[config.mk]
export PLATFORM = sky130hd
export DESIGN_NAME = cas_sel_top
export DESIGN_NICKNAME = d
export VERILOG_FILES = /design/src/rtl/cas_sel_pkg.sv /design/src/rtl/cas_ack_seq.sv /design/src/rtl/cas_cfg_regs.sv /design/src/rtl/cas_master_drv.sv /design/src/rtl/cas_slave_cmp.sv /design/src/rtl/cas_sel_top.sv
export SDC_FILE = /design/constraint.sdc
export NUM_CORES = 1
export LEC_CHECK = 0
export BUFFER_PORTS_ARGS = -buffer_cell sky130_fd_sc_hd__buf_4
export CAP_MARGIN = 20
export CELL_PAD_IN_SITES_DETAIL_PLACEMENT = 1
export CELL_PAD_IN_SITES_GLOBAL_PLACEMENT = 1
export CORE_ASPECT_RATIO = 1.2
export CORE_MARGIN = 8
export CORE_UTILIZATION = 30
export DETAILED_ROUTE_END_ITERATION = 16
export PLACE_DENSITY = 0.86
export SLEW_MARGIN = 20
export SYNTH_ARGS = -nofsm -noshare
export SYNTH_HDL_FRONTEND = slang
export SYNTH_SLANG_ARGS = --single-unit
[constraint.sdc]
create_clock -name clk -period 1.5 [get_ports clk]
set_input_delay 0.15 -clock clk [delete_from_list [all_inputs] [get_ports clk]]
set_output_delay 0.15 -clock clk [all_outputs]
set_load 0.1 [all_outputs]
[src/rtl/cas_sel_pkg.sv]
package cas_sel_pkg;

    typedef enum logic {
        ROLE_SLAVE  = 1'b0,
        ROLE_MASTER = 1'b1
    } role_e;

    localparam int PIDX_W = 2;

    typedef logic [PIDX_W-1:0] pidx_t;

    // Sequencer state: pulse index (0 = idle) and the latched length
    typedef struct packed {
        logic  ack_q;
        pidx_t idx;
        pidx_t len;
    } seq_t;

    function automatic pidx_t seq_len(input logic long_mode);
        return long_mode ? pidx_t'(3) : pidx_t'(2);
    endfunction

    function automatic logic vector_pulse(input pidx_t idx);
        return idx >= pidx_t'(2);
    endfunction

endpackage

[src/rtl/cas_ack_seq.sv]
module cas_ack_seq
    import cas_sel_pkg::*;
(
    input  logic  clk,
    input  logic  rst,
    input  logic  ack,
    input  logic  long_seq,
    output logic  ack_q,
    output pidx_t pulse_idx,
    output logic  start
);

    seq_t st_q;
    logic rise;
    logic fall;

    assign rise  = ack && !st_q.ack_q;
    assign fall  = !ack && st_q.ack_q;
    assign start = rise && (st_q.idx == '0);

    always_ff @(posedge clk) begin
        if (rst) begin
            st_q <= '0;
        end else begin
            st_q.ack_q <= ack;
            if (start) begin
                st_q.idx <= pidx_t'(1);
                st_q.len <= seq_len(long_seq);
            end else if (rise && (st_q.idx != st_q.len)) begin
                st_q.idx <= st_q.idx + pidx_t'(1);
            end else if (fall && (st_q.idx == st_q.len)) begin
                st_q.idx <= '0;
            end
        end
    end

    assign ack_q     = st_q.ack_q;
    assign pulse_idx = st_q.idx;

endmodule

[src/rtl/cas_cfg_regs.sv]
module cas_cfg_regs #(
    parameter int N_LEVELS = 8,
    parameter int ID_W     = 3
) (
    input  logic                clk,
    input  logic                rst,
    input  logic                cfg_we,
    input  logic [N_LEVELS-1:0] cfg_data,
    output logic [N_LEVELS-1:0] attach_q,
    output logic [ID_W-1:0]     id_q
);

    always_ff @(posedge clk) begin
        if (rst) begin
            attach_q <= '0;
            id_q     <= '0;
        end else if (cfg_we) begin
            attach_q <= cfg_data;
            id_q     <= cfg_data[ID_W-1:0];
        end
    end

endmodule

[src/rtl/cas_master_drv.sv]
module cas_master_drv
    import cas_sel_pkg::*;
#(
    parameter int N_LEVELS = 8,
    parameter int ID_W     = 3
) (
    input  logic                clk,
    input  logic                rst,
    input  logic                is_master,
    input  logic                start,
    input  logic [ID_W-1:0]     ack_level,
    input  logic [N_LEVELS-1:0] attach,
    input  pidx_t               pulse_idx,
    output logic                casc_q,
    output logic                cas_oe,
    output logic [ID_W-1:0]     cas_out
);

    logic [ID_W-1:0] lvl_q;

    always_ff @(posedge clk) begin
        if (rst) begin
            lvl_q  <= '0;
            casc_q <= 1'b0;
        end else if (start) begin
            lvl_q  <= ack_level;
            casc_q <= attach[ack_level];
        end
    end

    assign cas_oe  = is_master && casc_q && (pulse_idx != '0);
    assign cas_out = cas_oe ? lvl_q : '0;

endmodule

[src/rtl/cas_slave_cmp.sv]
module cas_slave_cmp #(
    parameter int ID_W = 3
) (
    input  logic [ID_W-1:0] cas_in,
    input  logic [ID_W-1:0] id_q,
    output logic            id_match
);

    logic [ID_W-1:0] bit_eq;

    for (genvar b = 0; b < ID_W; b++) begin : g_bit
        assign bit_eq[b] = ~(cas_in[b] ^ id_q[b]);
    end

    assign id_match = &bit_eq;

endmodule

[src/rtl/cas_sel_top.sv]
module cas_sel_top
    import cas_sel_pkg::*;
#(
    parameter  int N_LEVELS = 8,
    parameter  int DATA_W   = 8,
    localparam int ID_W     = $clog2(N_LEVELS)
) (
    input  logic              clk,
    input  logic              rst,
    input  logic              role_master,
    input  logic              long_seq,
    input  logic              ack,
    input  logic [ID_W-1:0]   ack_level,
    input  logic [DATA_W-1:0] vec_in,
    input  logic              cfg_we,
    input  logic [DATA_W-1:0] cfg_data,
    input  logic [ID_W-1:0]   cas_in,
    output logic [ID_W-1:0]   cas_out,
    output logic              cas_oe,
    output logic [DATA_W-1:0] data_out,
    output logic              data_oe
);

    role_e                role;
    logic                 ack_q;
    pidx_t                pulse_idx;
    logic                 start;
    logic [N_LEVELS-1:0]  attach_q;
    logic [ID_W-1:0]      id_q;
    logic                 casc_q;
    logic                 id_match;
    logic                 sel;

    assign role = role_e'(role_master);

    cas_ack_seq seq_i (
        .clk       (clk),
        .rst       (rst),
        .ack       (ack),
        .long_seq  (long_seq),
        .ack_q     (ack_q),
        .pulse_idx (pulse_idx),
        .start     (start)
    );

    cas_cfg_regs #(.N_LEVELS(N_LEVELS), .ID_W(ID_W)) cfg_i (
        .clk      (clk),
        .rst      (rst),
        .cfg_we   (cfg_we),
        .cfg_data (cfg_data[N_LEVELS-1:0]),
        .attach_q (attach_q),
        .id_q     (id_q)
    );

    cas_master_drv #(.N_LEVELS(N_LEVELS), .ID_W(ID_W)) mst_i (
        .clk       (clk),
        .rst       (rst),
        .is_master (role == ROLE_MASTER),
        .start     (start),
        .ack_level (ack_level),
        .attach    (attach_q),
        .pulse_idx (pulse_idx),
        .casc_q    (casc_q),
        .cas_oe    (cas_oe),
        .cas_out   (cas_out)
    );

    cas_slave_cmp #(.ID_W(ID_W)) slv_i (
        .cas_in   (cas_in),
        .id_q     (id_q),
        .id_match (id_match)
    );

    // Master supplies its own vector only for non-cascaded levels
    assign sel      = (role == ROLE_MASTER) ? !casc_q : id_match;
    assign data_oe  = ack_q && vector_pulse(pulse_idx) && sel;
    assign data_out = data_oe ? vec_in : '0;

endmodule

==> flow_summary.toml, run 1 <==
[synthesis]
synth.area.mux_share = 0.198
synthSimpleGateAreaFrac = 0.190
yosysSeqAreaShare = 0.370
synth-compound-area-share = 0.109
synth_seq_cells = 17
syn_nets = 126
syn_avg_cell_area_um2 = 9.59
ys_types = 27
synth_top_family_by_area = "multiplexers"
synthesis.area_um2 = 921
synthAdderAreaFrac = 0.0272
yosys_warnings = 0
synth_xor_area_frac = 0.0476
synth_cells = 96

[final_layout]
nets = 181
fin_util = 0.555
final_layout_size_suffix_gt1_frac = 0.613
fill_cells = 322
insertedDiodeCount = 0
layout.cells.non_filler = 186
area_growth_syn_to_layout_pct = 80.7

[job]
cap_violations = 0

[setup_path]
critPathLaunchType = "flop"
r2r_setup_slack_ns = 0.07
max_stage_delay_ns = 0.35
cp-startpoint = "cfg_i.attach_q[0]"
critical_path_buf_inv_count = 2
end_kind = "output pin"
slowest_stage = "dfxtp_2"
path_delay_family = "flip-flops"
crit_type = "flop to output pin"
r2r_start = "seq_i.pulse_idx[0]"
crit_end = "data_out[2]"
path_cells = "xnor2_2, a31oi_2, a211oi_4, buf_6, and2_4, buf_12"
crit_required_ns = 1.35
reg2reg_depth = 7
timing.rr.end = "seq_i.pulse_idx[1]"
cp_num_cells = 6
worstPathArrival_ns = 1.65
path_max_fanout = 5

[outcome]
status = "finished with violations"
violations = "setup timing"

[timing]
period_share = 1.20
report.final.slew_viol_count = 0
grt_setup_unrepaired = "true"
fmax_mhz = 554
worst_slack_ns = -0.304
setup_viol_count_final = 13
slew-limit-headroom = 0.846
fin_worst_skew_ns = 0.00446
hold_viol = 0
fin_hold_ws_ns = 0.0859
tightest_slew_ns = 0.230
period_needed_ns = 1.80

[floorplanning]
coreArea_um2 = 3000
dieArea_um2 = 5110
chipWidth_um = 66.6
die_y_um = 76.7
start_util = 0.307
io_pins = 41
num_rows = 22

[power]
power_w = 0.00112
power.density_nw_per_um2 = 670
ir_drop_mv = 0.445
leakage_nw = 0.753

[min_path]
min_path_cells = 3
hold_path.class = "primary input to flop"
min_from = "cfg_data[3]"

[detailed_routing]
ant_nets = 0
vias = 877
postRouteWirelength_mm = 2.96
wl_per_cell_um = 15.9
drc = 0
drtIter0Drc = 9
viasPerCell = 4.72
dr.pass1.iters = 3

[cts]
clkLatencyLatePin_ns = 0.29
cts_root_buf = "clkbuf_4"
cts_tree = "done"
clock_path_buffers = 2
clk_pin_slew_ns = 0.11
cts_buffers = 3
cts_max_level = 1
clock-sinks = 17
cts.hold.buffers_added = 0

[placement]
io_buffers = 40
dp_hpwl_mm = 2.25
dpl.cell_count = 176
place_ws_ns = -0.132
gp_congestion = 0.806

[global_routing]
grt_pass1_vias = 1004
grt_remaining_overflow = 0
antenna_found_initial = 0
grt.total_usage = 0.109
grt_max_degree = 18
grt_first_pass_wirelength_mm = 4.44
==> layer usage <==
metal	global-route usage	wire, um	share of wire	up-vias
li1	-	-	-	434
met1	0.111	1120	0.38	406
met2	0.198	1580	0.53	35
met3	0.0363	244	0.083	2
met4	0.0321	8	0.0027	0
met5	0	0	0	-
==> worst register-to-register path: stages (launching register included) <==
cell	delay (ns)
dfxtp_2	0.37
inv_4	0.04
buf_6	0.11
ha_4	0.15
buf_4	0.13
and2_4	0.13
a211o_1	0.24
a311oi_2	0.17
==> registers in the layout, indices dropped and copies added, names as in the netlist <==
name,flops
seq_i.pulse_idx,2
mst_i.lvl_q,3
cfg_i.attach_q,8
seq_i.st_q,2
mst_i.casc_q,1
seq_i.ack_q,1
==> cell families (layout without fill, tap and decap cells) <==
logic type | Yosys count | count (layout)
and+or+nand+nor | 34 | 34
buffers and inverters | 10 | 64
muxes | 17 | 17
DFF | 17 | 17
adders and majority gates | 2 | 2
AOI/OAI and AO/OA | 11 | 11
xor gates and xnor gates | 5 | 5
==> repair_timing <==
action	4_1_cts	5_1_grt
gates cloned	0	1
pin swaps	5	7
buffers inserted	3	2
gates resized for setup	47	11
setup endpoints to repair	13	13
==> Yosys cell counts <==
cell      instances  share of area
nor2b_4           1          0.015
mux2i_1          16           0.17
dfxtp_1          17           0.37
nor2_1           16          0.065
xor2_1            1         0.0095
o211a_1           1          0.011
ha_1              2          0.027
o21a_1            1         0.0082
buf_2             1         0.0054
nand2b_1          1         0.0068
and3_1            1         0.0068
o22ai_1           1         0.0068
mux4_2            1          0.024
clkbuf_1          2         0.0082
a31oi_1           1         0.0068
and2_1           12          0.082
inv_1             5          0.020
a41oi_1           1         0.0095
buf_6             2          0.024
a311oi_2          1          0.016
a211o_1           1         0.0095
nand2_1           2         0.0082
o21ai_0           1         0.0054
a211oi_2          2          0.027
o31ai_1           1         0.0082
xnor2_1           4          0.038
nor2b_1           1         0.0068
==> area by class of cell <==
type	instances	area, um^2	share of cell area
Timing Repair Buffer	55	594	0.357
Inverter	5	21.3	0.0128
Multi-Input combinational cell	69	627	0.377
Sequential cell	17	349	0.210
Tap cell	36	45.0	0.0271
Clock buffer	3	22.5	0.0135
Clock inverter	1	5.00	0.00301
==> power by group <==
group	total [W]	internal, W	switching, W	leakage [nW]
clock	0.000252	0.0000991	0.000153	0.0177
combinational	0.000351	0.000190	0.000162	0.593
sequential	0.000512	0.000485	0.0000271	0.142
==> worst min path at each step <==
stage | to
finish | cfg_i.attach_q[3]
global route | cfg_i.attach_q[3]
CTS | cfg_i.attach_q[3]
detailed placement | cfg_i.attach_q[3]
global placement | cfg_i.attach_q[5]
floorplan | seq_i.ack_q
==> metrics by stage <==
step | area (um^2) | setup TNS [ns]
3_5_place_dp | 1360 | -0.945
4_1_cts | 1590 | -3.12
5_1_grt | 1660 | -4.10
6_report | 1660 | -3.27
3_3_place_gp | 1360 | -0.445
2_1_floorplan | 978 | -7.02
==> cell usage in the layout, fill, tap and decap left out, drive strengths merged <==
cell type,count
and2,12
clkinv,1
o22ai,1
mux4,1
and3,1
nor2b,2
a211o,1
dfxtp,17
a311oi,1
o31ai,1
xor2,1
xnor2,4
mux2i,16
nand2b,1
clkbuf,3
a211oi,2
inv,5
nand2,2
buf,55
o21a,1
nor2,16
ha,2
o211a,1
a41oi,1
o21ai,1
a31oi,1
Power figures use the tool's default switching activity.
==> inputs of run 2 (changes only) <==
--- a/config.mk
+++ b/config.mk
@@ -14,6 +14,7 @@
 export CORE_UTILIZATION = 30
 export DETAILED_ROUTE_END_ITERATION = 16
 export PLACE_DENSITY = 0.86
+export SETUP_SLACK_MARGIN = 0.15
 export SLEW_MARGIN = 20
 export SYNTH_ARGS = -nofsm -noshare
 export SYNTH_HDL_FRONTEND = slang
==> run 2 against run 1 <==
  * The flow still finishes with violations (setup timing)
  * Combinational power is 16% higher
  * Sequential share of layout area is 0.93 points lower
  * Fmax is 0.69% higher
  * Worst setup slack better by 0.012 ns
  * Non-clock buffer count is 4 higher
  * Hold slack worse by 0.0018 ns
  * Flip-flop and latch count stayed put
  * Via count is 1.7% higher
  * Largest cell class unchanged
  * Utilization is 2.6 points higher
==> flow_summary.toml, run 2 (same netlist as run 1, synthesis figures left out) <==
[cts]
cts.hold.buffers_added = 0
clock-sinks = 17
cts_buffers = 3
clock_path_buffers = 2
clkLatencyLatePin_ns = 0.29
cts_tree = "done"
cts_root_buf = "clkbuf_4"
cts_max_level = 1
clk_pin_slew_ns = 0.11

[job]
cap_violations = 0

[setup_path]
path_delay_family = "compound AO/OA/AOI/OAI gates"
slowest_stage = "dfxtp_2"
critPathLaunchType = "flop"
max_stage_delay_ns = 0.35
path_cells = "xnor2_2, a31oi_2, a211oi_4, buf_6, and2_4, buf_12"
worstPathArrival_ns = 1.64
end_kind = "output pin"
critical_path_buf_inv_count = 2
crit_required_ns = 1.35
path_max_fanout = 5
crit_type = "flop to output pin"

[detailed_routing]
drtIter0Drc = 4
ant_nets = 0
wl_per_cell_um = 16.5
viasPerCell = 4.69
vias = 892
dr.pass1.iters = 2
postRouteWirelength_mm = 3.14
drc = 0

[global_routing]
antenna_found_initial = 0
grt.total_usage = 0.108
grt_remaining_overflow = 0
grt_max_degree = 18
grt_first_pass_wirelength_mm = 4.44
grt_pass1_vias = 995

[floorplanning]
die_y_um = 76.7
io_pins = 41
start_util = 0.307
chipWidth_um = 66.6
dieArea_um2 = 5110
coreArea_um2 = 3000
num_rows = 22

[final_layout]
fin_area_um2 = 1740
fill_cells = 319
seq_area_um2 = 349
nets = 185
multiInputGateArea_um2 = 649
largest_register = "cfg_i.attach_q"
final_common_cell = "buf_4"
final_layout_size_suffix_gt1_frac = 0.643
area_growth_syn_to_layout_pct = 89.1
largest_registers = "cfg_i.attach_q: 8 flops, mst_i.lvl_q: 3 flops"
layout_common_cells = "35 x buf_4, 16 x mux2i_1, 16 x nor2_1, 13 x buf_12"
largest_register_ffs = 8
insertedDiodeCount = 0

[timing]
hold_viol = 0
fmax_mhz = 558
period_needed_ns = 1.79
fin_setup_tns_ns = -3.28
grt_setup_unrepaired = "true"
worst_slack_ns = -0.291
report.final.slew_viol_count = 0
tightest_slew_ns = 0.246
fin_worst_skew_ns = 0.00589
period_share = 1.19
slew-limit-headroom = 0.835
setup_viol_count_final = 13

[placement]
place_ws_ns = -0.132
post_dp_cell_area_um2 = 1360
io_buffers = 40
gp_congestion = 0.806
dp_hpwl_mm = 2.25

[outcome]
violations = "setup timing"
status = "finished with violations"

[power]
leakage_nw = 0.787
ir_drop_mv = 0.432
power.density_nw_per_um2 = 674

[min_path]
hold_path.class = "primary input to flop"
## run 2: path summary, 6_finish.rpt
kind | start | cells past startpoint | slack [ns] | to
setup reg to reg | seq_i.pulse_idx[1] | 6 | 0.06 | seq_i.pulse_idx[0]
hold reg to reg | cfg_i.attach_q[3] | 2 | 0.51 | cfg_i.attach_q[3]
hold / removal | cfg_data[3] | 3 | 0.08 | cfg_i.attach_q[3]
setup / recovery | cfg_i.attach_q[2] | 6 | -0.29 | data_out[2]
## run 2: through the flow
stage | utilization | total power [W] | hold WS (ns) | cells
after floorplan | - | 0.000702 | 0.278 | 96
after global placement | 0.452 | 0.000806 | 0.385 | 176
after detailed placement | 0.452 | 0.000821 | 0.396 | 176
after CTS | 0.534 | 0.00111 | 0.0811 | 183
after global routing | 0.580 | 0.00123 | 0.0773 | 190
final | 0.580 | 0.00117 | 0.0840 | 190
## run 2: layout make-up
class	count	share of cell area
Inverter	5	0.0136
Clock inverter	1	0.00287
Sequential cell	17	0.200
Tap cell	36	0.0259
Multi-Input combinational cell	69	0.373
Clock buffer	3	0.0129
Timing Repair Buffer	59	0.371
## run 2: per-layer routing
metal	vias up	GRT usage	wire (um)
met4	0	0.0321	9
met5	-	0	0
met3	2	0.0363	226
met1	415	0.113	1190
li1	440	-	-
met2	35	0.194	1720
## run 2: tightest hold or removal path, delay by kind of cell
family | cells | cell delay, ns
mux | 1 | 0.05
simple gates | 1 | 0.07
buf+inv | 1 | 0.08
## run 2: what timing repair did
action,in CTS,in global routing
pin swaps,6,9
resized for setup,49,19
buffers inserted,3,6
setup endpoints to repair,20,19
gates cloned,0,1
## run 2: power breakdown
part           internal [W]  total (W)  switching [W]
combinational      0.000228   0.000406       0.000178
sequential         0.000485   0.000514      0.0000293
clock             0.0000992   0.000253       0.000154
total              0.000812    0.00117       0.000361
